===== src/rtl/trap_pkg.sv =====
package trap_pkg;
   typedef enum logic [1:0] {
      LVL_USER = 2'd0,
      LVL_SUPV = 2'd1,
      LVL_RSVD = 2'd2,
      LVL_MACH = 2'd3
   } lvl_e;

   // status word bit positions
   localparam int unsigned ST_S_IE   = 1;
   localparam int unsigned ST_M_IE   = 3;
   localparam int unsigned ST_S_PIE  = 5;
   localparam int unsigned ST_M_PIE  = 7;
   localparam int unsigned ST_S_PP   = 8;
   localparam int unsigned ST_M_PP   = 11;

   // call causes
   localparam int unsigned CALL_FROM_U = 8;
   localparam int unsigned CALL_FROM_S = 9;
   localparam int unsigned CALL_FROM_M = 11;

   // exception codes that carry a faulting address (0,1,4,5,6,7,12,13,15)
   localparam logic [15:0] ADDR_CODES = 16'hB0F3;
endpackage


===== src/rtl/trap_route.sv =====
module trap_route
   import trap_pkg::*;
#(
   parameter int XLEN    = 32,
   parameter int CAUSE_W = 6
) (
   input  logic               ev_async,
   input  logic [CAUSE_W-1:0] ev_code,
   input  logic [1:0]         cur_priv,
   input  logic [XLEN-1:0]    exc_deleg,
   input  logic [XLEN-1:0]    irq_deleg,
   output logic [CAUSE_W-1:0] eff_code,
   output logic               to_supv
);
   logic [XLEN-1:0] mask_sel;
   logic [XLEN-1:0] mask_shift;
   logic            in_range;
   logic            low_priv;

   always_comb begin
      eff_code = ev_code;
      if (!ev_async && ev_code == CAUSE_W'(CALL_FROM_U)) begin
         unique case (lvl_e'(cur_priv))
            LVL_MACH: eff_code = CAUSE_W'(CALL_FROM_M);
            LVL_SUPV: eff_code = CAUSE_W'(CALL_FROM_S);
            default:  eff_code = ev_code;
         endcase
      end
   end

   always_comb begin
      mask_sel   = ev_async ? irq_deleg : exc_deleg;
      mask_shift = mask_sel >> eff_code;
      in_range   = (int'({1'b0, eff_code}) < XLEN);
      low_priv   = (cur_priv == LVL_USER) || (cur_priv == LVL_SUPV);
      to_supv    = low_priv && in_range && mask_shift[0];
   end
endmodule


===== src/rtl/trap_tval_sel.sv =====
module trap_tval_sel
   import trap_pkg::*;
#(
   parameter int XLEN    = 32,
   parameter int CAUSE_W = 6
) (
   input  logic               ev_async,
   input  logic [CAUSE_W-1:0] eff_code,
   input  logic [XLEN-1:0]    ev_addr,
   output logic [XLEN-1:0]    tval
);
   logic small_code;
   logic keeps_addr;

   generate
      if (CAUSE_W > 4) begin : g_wide
         assign small_code = (eff_code[CAUSE_W-1:4] == '0);
      end else begin : g_narrow
         assign small_code = 1'b1;
      end
   endgenerate

   always_comb begin
      keeps_addr = !ev_async && small_code && ADDR_CODES[eff_code[3:0]];
      tval       = keeps_addr ? ev_addr : '0;
   end
endmodule


===== src/rtl/trap_vector.sv =====
module trap_vector #(
   parameter int XLEN     = 32,
   parameter int CAUSE_W  = 6,
   parameter bit VECTORED = 1'b1
) (
   input  logic [XLEN-1:0]    vec_base,
   input  logic               ev_async,
   input  logic [CAUSE_W-1:0] eff_code,
   output logic [XLEN-1:0]    target
);
   logic [XLEN-1:0] offset;

   generate
      if (VECTORED) begin : g_vec
         always_comb begin
            offset = '0;
            if (ev_async && vec_base[1:0] == 2'b01)
               offset = XLEN'(eff_code) << 2;
         end
      end else begin : g_direct
         assign offset = '0;
      end
   endgenerate

   assign target = {vec_base[XLEN-1:2], 2'b00} + offset;
endmodule


===== src/rtl/trap_entry_unit.sv =====
module trap_entry_unit
   import trap_pkg::*;
#(
   parameter int          XLEN     = 32,
   parameter int          CAUSE_W  = 6,
   parameter bit          VECTORED = 1'b1,
   parameter logic [63:0] RESET_PC = 64'h0
) (
   input  logic               clk,
   input  logic               rst_n,
   input  logic               ev_valid,
   input  logic               ev_async,
   input  logic [CAUSE_W-1:0] ev_code,
   input  logic [XLEN-1:0]    ev_addr,
   input  logic [1:0]         cur_priv,
   input  logic [XLEN-1:0]    cur_pc,
   input  logic [XLEN-1:0]    cur_status,
   input  logic [XLEN-1:0]    exc_deleg,
   input  logic [XLEN-1:0]    irq_deleg,
   input  logic [XLEN-1:0]    m_vec_base,
   input  logic [XLEN-1:0]    s_vec_base,
   output logic [1:0]         new_priv,
   output logic [XLEN-1:0]    new_status,
   output logic [XLEN-1:0]    m_cause,
   output logic [XLEN-1:0]    m_epc,
   output logic [XLEN-1:0]    m_tval,
   output logic [XLEN-1:0]    s_cause,
   output logic [XLEN-1:0]    s_epc,
   output logic [XLEN-1:0]    s_tval,
   output logic [XLEN-1:0]    new_pc
);
   localparam int MAX_CODE = (1 << CAUSE_W) - 1;

   initial begin
      assert (XLEN == 32 || XLEN == 64)
         else $error("trap_entry_unit: XLEN must be 32 or 64");
      assert (CAUSE_W >= 4 && CAUSE_W < XLEN)
         else $error("trap_entry_unit: CAUSE_W out of range");
      assert (MAX_CODE >= int'(CALL_FROM_M))
         else $error("trap_entry_unit: CAUSE_W too narrow for call causes");
   end

   logic [CAUSE_W-1:0] eff_code;
   logic               to_supv;
   logic [XLEN-1:0]    tval_d;
   logic [XLEN-1:0]    vec_sel;
   logic [XLEN-1:0]    pc_d;
   logic [XLEN-1:0]    cause_d;
   logic [XLEN-1:0]    status_d;

   trap_route #(.XLEN(XLEN), .CAUSE_W(CAUSE_W)) u_route (
      .ev_async  (ev_async),
      .ev_code   (ev_code),
      .cur_priv  (cur_priv),
      .exc_deleg (exc_deleg),
      .irq_deleg (irq_deleg),
      .eff_code  (eff_code),
      .to_supv   (to_supv)
   );

   trap_tval_sel #(.XLEN(XLEN), .CAUSE_W(CAUSE_W)) u_tval (
      .ev_async (ev_async),
      .eff_code (eff_code),
      .ev_addr  (ev_addr),
      .tval     (tval_d)
   );

   assign vec_sel = to_supv ? s_vec_base : m_vec_base;

   trap_vector #(.XLEN(XLEN), .CAUSE_W(CAUSE_W), .VECTORED(VECTORED)) u_vec (
      .vec_base (vec_sel),
      .ev_async (ev_async),
      .eff_code (eff_code),
      .target   (pc_d)
   );

   always_comb begin
      cause_d            = XLEN'(eff_code);
      cause_d[XLEN-1]    = ev_async;
      status_d           = cur_status;
      if (to_supv) begin
         status_d[ST_S_PIE] = cur_status[ST_S_IE];
         status_d[ST_S_PP]  = cur_priv[0];
         status_d[ST_S_IE]  = 1'b0;
      end else begin
         status_d[ST_M_PIE]           = cur_status[ST_M_IE];
         status_d[ST_M_PP+1:ST_M_PP]  = cur_priv;
         status_d[ST_M_IE]            = 1'b0;
      end
   end

   always_ff @(posedge clk or negedge rst_n) begin
      if (!rst_n) begin
         new_priv   <= LVL_MACH;
         new_status <= '0;
         m_cause    <= '0;
         m_epc      <= '0;
         m_tval     <= '0;
         s_cause    <= '0;
         s_epc      <= '0;
         s_tval     <= '0;
         new_pc     <= RESET_PC[XLEN-1:0];
      end else if (ev_valid) begin
         new_status <= status_d;
         new_pc     <= pc_d;
         if (to_supv) begin
            new_priv <= LVL_SUPV;
            s_cause  <= cause_d;
            s_epc    <= cur_pc;
            s_tval   <= tval_d;
         end else begin
            new_priv <= LVL_MACH;
            m_cause  <= cause_d;
            m_epc    <= cur_pc;
            m_tval   <= tval_d;
         end
      end
   end
endmodule


===== config.mk =====
export PLATFORM = sky130hd
export DESIGN_NAME = trap_entry_unit
export DESIGN_NICKNAME = d
export VERILOG_FILES = /design/src/rtl/trap_pkg.sv /design/src/rtl/trap_route.sv /design/src/rtl/trap_tval_sel.sv /design/src/rtl/trap_vector.sv /design/src/rtl/trap_entry_unit.sv
export SDC_FILE = /design/constraint.sdc
export NUM_CORES = 1
export LEC_CHECK = 0
export BUFFER_PORTS_ARGS = -buffer_cell sky130_fd_sc_hd__buf_2
export CORE_UTILIZATION = 25
export DETAILED_ROUTE_END_ITERATION = 6
export PLACE_DENSITY = 0.48
export SYNTH_ARGS = -nofsm -noshare
export SYNTH_HDL_FRONTEND = slang
export SYNTH_SLANG_ARGS = --single-unit
export TNS_END_PERCENT = 30

===== constraint.sdc =====
create_clock -name clk -period 2 [get_ports clk]
set_input_delay 0.3 -clock clk [delete_from_list [all_inputs] [get_ports clk]]
set_output_delay 0.3 -clock clk [all_outputs]
set_load 0.02 [all_outputs]

==> reports/metrics.yaml, run 1 <==
cts.sinks: 205
hold_class: "input port to register"
drt_wl_total_mm: 36.2
fmax_ghz: 0.251
seqCellArea_mm2: 0.00513
gr-usage-met2_pct: 27.9
worstSetupStartpoint: "ev_code[4]"
cp.required_ns: 2.42
seq_area_frac_synth_pct: 49.8
final_nets: 1826
postSynthAreaPerCell_um2: 10.8
drc: 0
relSlewSlack_pct: 66.1
core_area_mm2: 0.0407
power_leakage_nw: 8.04
mostFrequentLayoutCells: "buf_2 (434), dfrtp_1 (204), nand2_1 (129)"
ys_ff_latch: 205
power_mw: 13.8
grt.total_usage_pct: 16.8
ys_warn_count: 0
tightest_slew_ns: 0.508
final_common_cell: "buf_2"
fp.dieH_um: 205
dp_hpwl_mm: 26.7
fin_cells: 2130
path_depth: 22
clockBufferDepth: 3
met3_usage_pct: 4.52
root_buffer: "clkbuf_16"
drtIter0Drc: 337
status: "finished, violations left"
grt_overflow_total: 0
clk_pin_slew_ns: 0.06
grt_max_degree: 56
antenna_found_initial: 2
grt.busiest_layer: "met2"
cp.buffers_inverters: 6
setup_ws_ns: -1.98
tns_ns: -105.50
crit_arrival_ns: 4.40
reg2reg_depth: 1
dp_cells: 1998
cp-endpoint: "new_pc[31]$_DFFE_PN0P_"
powerDensity_mw_per_mm2: 839
start_kind: "input port"
post-route-min-period_ns: 3.98
r2r_start: "new_pc[31]$_DFFE_PN0P_"
violations: "negative setup slack"
area_growth_syn_to_layout_pct: 59.1
detail_route.wl_per_cell_um: 17.0
initial_core_util_pct: 25.3
holdPathStages: 3
multi_input_area_mm2: 0.00523
synthFlopType: "dfrtp_1"
synth_edf_count: 0
cts_max_level: 1
syn_inst: 954
viasPerCell: 4.39
port_buffers: 440
cpPeakStageDelay_ns: 0.51
antenna_cells: 0
antenna_left: 0
grt_first_pass_wirelength_mm: 54.9
vias: 9348
utilization_pct: 40.2
finalCritPeriodShare_pct: 199
rsz0062_at_grt: "true"
layout-drive-gt1-share_pct: 53.5
firstDrtPassIters: 5
ios: 494
fillers: 3997
gr-usage-met1_pct: 21.2
clock_latency_ns: 0.53
numCtsBuffers: 25
end_kind: "register"
skew_ns: 0
cp_max_fo: 6
ir_drop_v: 0.000762
synth.distinct_cells: 59
worst_path_max_delay_cell: "or4b_4"
grt_pass1_vias: 9608
die_area_mm2: 0.0420
r2r_slack_ns: 1.20
gp_congestion: 0.833
final-hold-violation-count: 0
drv_cap: 0
cp_common_cell: "buf_6"
dieWidth_um: 205
setup_viol: 180
tritoncts: "done"
cpLargestDelayFamily: "simple AND/OR/NAND/NOR gates"
criticalPathCategory: "input port to register"
place_worst_setup_slack_ns: -2.61
rr_endpoint: "new_pc[31]$_DFFE_PN0P_"
syn_area_mm2: 0.0103
async_flop_share_pct: 100
drv_slew: 0
crit_chain: "buf_8, nor4b_4, buf_6, a21boi_2, buf_4, nand2_2, o211ai_1, and4b_2, a32oi_4, buf_6, buf_6, buf_6, mux2_4, ha_4, a21o_1, a2111oi_4, or2_4, or4b_4, xnor2_2, nor2_1, a21oi_1, mux2_4"
rows: 74
-- routing by layer --
layer | share of wire (%) | vias up | wire [um]
met1 | 42 | 4463 | 15400
met2 | 47 | 338 | 17100
met3 | 7.7 | 62 | 2770
li1 | - | 4481 | -
met5 | 0.061 | - | 22
met4 | 2.6 | 4 | 958
-- per-stage QoR --
step,hold WS (ns),area [um2]
finish,0.0211,16400
detailed placement,0.318,14000
floorplan,0.00441,10700
global placement,0.319,14000
CTS,0.000377,16200
global route,0.0122,16400
-- cell type report --
type | instances | area share (%)
flip-flops and latches | 205 | 31.3
multi-input cells | 680 | 31.9
clock inverters | 9 | 1.10
repair buffers | 658 | 27.0
clock buffers | 33 | 4.24
inverters | 13 | 0.374
well taps | 532 | 4.06
-- state kept, by name (all words and copies together) (netlist names) --
| register | flops |
|---|---|
| new_pc | 30 |
| new_status | 32 |
| s_epc | 32 |
| m_epc | 32 |
| m_cause | 7 |
| m_tval | 32 |
| s_tval | 32 |
| s_cause | 7 |
| new_priv | 1 |
-- Yosys cell counts (5+ instances only) --
cell / number / area (um2)
xnor2_1: 26 / 228
mux2_2: 132 / 1490
buf_4: 59 / 443
nor2_1: 33 / 124
o21ai_1: 7 / 35.0
nor3b_1: 5 / 37.5
dfrtp_1: 204 / 5100
o21ai_0: 80 / 400
nand2_1: 133 / 499
clkbuf_1: 31 / 116
xor2_1: 21 / 184
nor4_1: 5 / 31.3
nand2b_1: 5 / 31.3
nor2b_1: 10 / 62.6
buf_2: 18 / 90.1
nand4_1: 9 / 56.3
mux2i_1: 35 / 350
nand3_1: 18 / 90.1
and3_1: 14 / 87.6
ha_1: 6 / 75.1
nor3_1: 8 / 40.0
inv_1: 12 / 45.0
a21oi_1: 19 / 95.1
-- cells by family after synthesis --
kind of cell	Yosys count	synth area share, %
xor gates and xnor gates	47	3.99
other	2	0.0729
buffers and inverters	121	6.78
DFF	205	49.8
adders and majority gates	7	0.923
AOI/OAI and AO/OA	142	8.06
and+or+nand+nor	259	11.9
muxes	171	18.5
-- power by group --
part,switching [mW],internal (mW)
clock,1.81,3.07
sequential,0.316,4.77
combinational,2.12,1.68
-- tightest hold or removal path: stages --
cell,delay (ns)
buf_2,0.10
nand2_1,0.06
o21ai_1,0.06
-- worst min path at each step --
stage / end / startpoint / slack, ns
final: m_tval[26]$_DFFE_PN0P_ / ev_addr[26] / 0.02
after global routing: s_tval[0]$_DFFE_PN0P_ / ev_addr[0] / 0.01
after CTS: m_tval[12]$_DFFE_PN0P_ / ev_addr[12] / 0.0004
after detailed placement: new_status[22]$_DFFE_PN0P_ / rst_n / 0.32
after global placement: new_status[30]$_DFFE_PN0P_ / rst_n / 0.32
after floorplan: m_cause[0]$_DFFE_PN0P_ / rst_n / 0.004
-- what timing repair did --
item	4_1_cts	5_1_grt
setup endpoints to repair	180	180
pin swaps	39	47
hold endpoints to repair	129	0
cloned	5	1
setup buffers	26	14
resized for setup	99	73
hold buffers	59	0
No activity file was read; power rests on OpenSTA's default activity.
==> inputs of run 2 (changes only) <==
--- a/config.mk
+++ b/config.mk
@@ -8,6 +8,7 @@
 export BUFFER_PORTS_ARGS = -buffer_cell sky130_fd_sc_hd__buf_2
 export CORE_UTILIZATION = 25
 export DETAILED_ROUTE_END_ITERATION = 6
+export HOLD_SLACK_MARGIN = 0.02
 export PLACE_DENSITY = 0.48
 export SYNTH_ARGS = -nofsm -noshare
 export SYNTH_HDL_FRONTEND = slang
==> constraint.sdc (replaced) <==
create_clock -name clk -period 2 [get_ports clk]
set_input_delay 0.6 -clock clk [delete_from_list [all_inputs] [get_ports clk]]
set_output_delay 0.6 -clock clk [all_outputs]
set_load 0.02 [all_outputs]
==> run 2 against run 1 <==
  * The run still ends with negative setup slack left
  * Via count decreased by 2.3%
  * Worst hold slack improved by 0.0079 ns
  * Wire length down 1.1%
  * Worst setup slack worse by 0.28 ns
  * Combinational power fell by 2%
  * Largest cell class unchanged
==> reports/metrics.yaml, run 2 (same netlist as run 1, synthesis figures left out) <==
clk_pin_slew_ns: 0.05  # about the same
power_leakage_nw: 7.86  # -2.3%
grt_pass1_vias: 9378  # -2.4%
layout-drive-gt1-share_pct: 55.4  # +1.9 points
setup_viol: 180  # unchanged
cts_max_level: 1  # unchanged
gp_congestion: 0.866  # +4.0%
post-route-min-period_ns: 4.26  # +0.277 ns
crit_chain: "buf_8, nor4b_4, buf_6, and2_4, mux2i_1, o21ai_1, a32o_2, a32oi_4, nand3b_1, o21ai_4, buf_6, and3_4, ha_4, a21o_1, a21o_1, a2111oi_4, or2_4, nor2_4, nand3_1, xor2_1, mux2i_1, mux2_4"
ir_drop_v: 0.000918  # +21%
port_buffers: 440  # unchanged
firstDrtPassIters: 4  # -1
worst_path_max_delay_cell: "a2111oi_4"
die_area_mm2: 0.0420  # unchanged
r2r_slack_ns: 1.20  # about the same
vias: 9135  # -2.3%
status: "finished, violations left"
place_worst_setup_slack_ns: -2.97  # -0.357 ns
drt_wl_total_mm: 35.8  # -1.1%
drc: 0  # unchanged
fmax_ghz: 0.235  # -6.5%
rsz0062_at_grt: "true"
cp_max_fo: 6  # unchanged
hold_class: "input port to asynchronous set/reset pin"
clockBufferDepth: 3  # unchanged
drtIter0Drc: 308  # -8.6%
end_kind: "register"
cpPeakStageDelay_ns: 0.40  # -0.11 ns
fin_cells: 2092  # -1.8%
dieWidth_um: 205  # unchanged
utilization_pct: 39.1  # -1.2 points
cp.required_ns: 2.41  # about the same
drv_slew: 0  # unchanged
dp_hpwl_mm: 27.2  # +2.0%
numCtsBuffers: 25  # unchanged
r2r_start: "new_pc[25]$_DFFE_PN0P_"
worstSetupStartpoint: "ev_code[4]"
antenna_left: 0  # unchanged
criticalPathCategory: "input port to register"
core_area_mm2: 0.0407  # unchanged
postCtsHoldBufs: 0  # -100%
grt.total_usage_pct: 16.5  # -0.30 points
violations: "negative setup slack"
dp_cells: 2019  # +1.1%
setup_ws_ns: -2.26  # -0.277 ns
final_nets: 1784  # -2.3%
grt_max_degree: 53  # -5.4%
crit_arrival_ns: 4.67  # +0.27 ns
drv_cap: 0  # unchanged
ios: 494  # unchanged
mostFrequentLayoutCells: "buf_2 (434), dfrtp_1 (204), buf_4 (135)"
cts.sinks: 205  # unchanged
skew_ns: 0  # unchanged
start_kind: "input port"
clock_latency_ns: 0.53  # about the same
fp.dieH_um: 205  # unchanged
root_buffer: "clkbuf_16"
final_common_cell: "buf_2"
tns_ns: -162.26  # -56.76 ns
antenna_found_initial: 3  # +1
rows: 74  # unchanged
fillers: 4135  # +3.5%
detail_route.wl_per_cell_um: 17.1  # +0.71%
tritoncts: "done"
finalCritPeriodShare_pct: 213  # +14 points
reg2reg_depth: 1  # unchanged
powerDensity_mw_per_mm2: 862  # +2.7%
area_growth_syn_to_layout_pct: 54.4
grt_overflow_total: 0  # unchanged
grt_first_pass_wirelength_mm: 53.7  # -2.3%
final-hold-violation-count: 0  # unchanged
viasPerCell: 4.37  # -0.50%
initial_core_util_pct: 25.3  # unchanged
run 2: cell count changes in the layout (fill, tap and decap cells not counted), moves of 3 or more:
| cell | before | now |
|---|---|---|
| buf_4 | 118 | 135 |
| o21ai_2 | 4 | 1 |
| mux2_4 | 20 | 12 |
| dlygate4sd3_1 | 59 | 0 |
| mux2_2 | 112 | 120 |
| o21ai_1 | 21 | 17 |
| clkinv_2 | 1 | 4 |
| o21ai_0 | 62 | 68 |
| nor2b_2 | 5 | 2 |
| nand3_1 | 11 | 15 |
| nand3_2 | 7 | 3 |
run 2: cell type report:
class	count	area (um2)	area share, %
clock buffers	33	696	4.37
inverters	13	53.8	0.338
well taps	532	666	4.18
flip-flops and latches	205	5130	32.3
multi-input cells	680	5190	32.7
diodes	2	5.00	0.0315
clock inverters	11	186	1.17
repair buffers	616	3980	25.0
run 2: what timing repair did:
item	4_1_cts	5_1_grt
cloned	4	2
buffers inserted	25	10
gates resized for setup	89	57
endpoints found under the setup margin	180	180
pin swaps	25	56
run 2: metal layers:
metal	up-vias	share of wire, %	GRT usage, %
met1	4341	41	20.3
met5	-	0.073	0
met4	4	2.4	4.44
met3	56	8.8	4.92
li1	4398	-	-
met2	336	48	27.8
run 2: final timing paths:
check,endpoint
worst max-delay path,new_pc[29]$_DFFE_PN0P_
worst min-delay path,new_status[4]$_DFFE_PN0P_
worst max register to register,new_pc[25]$_DFFE_PN0P_
worst min register to register,new_priv[1]$_DFFE_PN1P_
max in group asynchronous,new_priv[1]$_DFFE_PN1P_
min in group clk,m_epc[23]$_DFFE_PN0P_
run 2: worst max-delay path, delay by kind of cell:
| kind | cells | cell delay (ns) |
|---|---|---|
| compound gates | 7 | 1.52 |
| xor+xnor | 1 | 0.20 |
| fa+ha+maj | 1 | 0.19 |
| buf+inv | 3 | 0.40 |
| mux | 3 | 0.53 |
| simple gates | 7 | 1.20 |
run 2: stage by stage:
stage	power [mW]	hold WS [ns]	area (um2)
after global placement	8.62	0.458	14200
after CTS	13.9	0.0281	15700
after global routing	14.4	0.0372	15900
final	13.7	0.0290	15900
after detailed placement	8.65	0.465	14200
after floorplan	7.10	0.304	10700
run 2: where the power goes:
group	internal (mW)	leakage, nW	switching [mW]
Clock	3.08	0.433	1.86
Combinational	1.61	4.87	2.11
Sequential	4.77	2.55	0.309
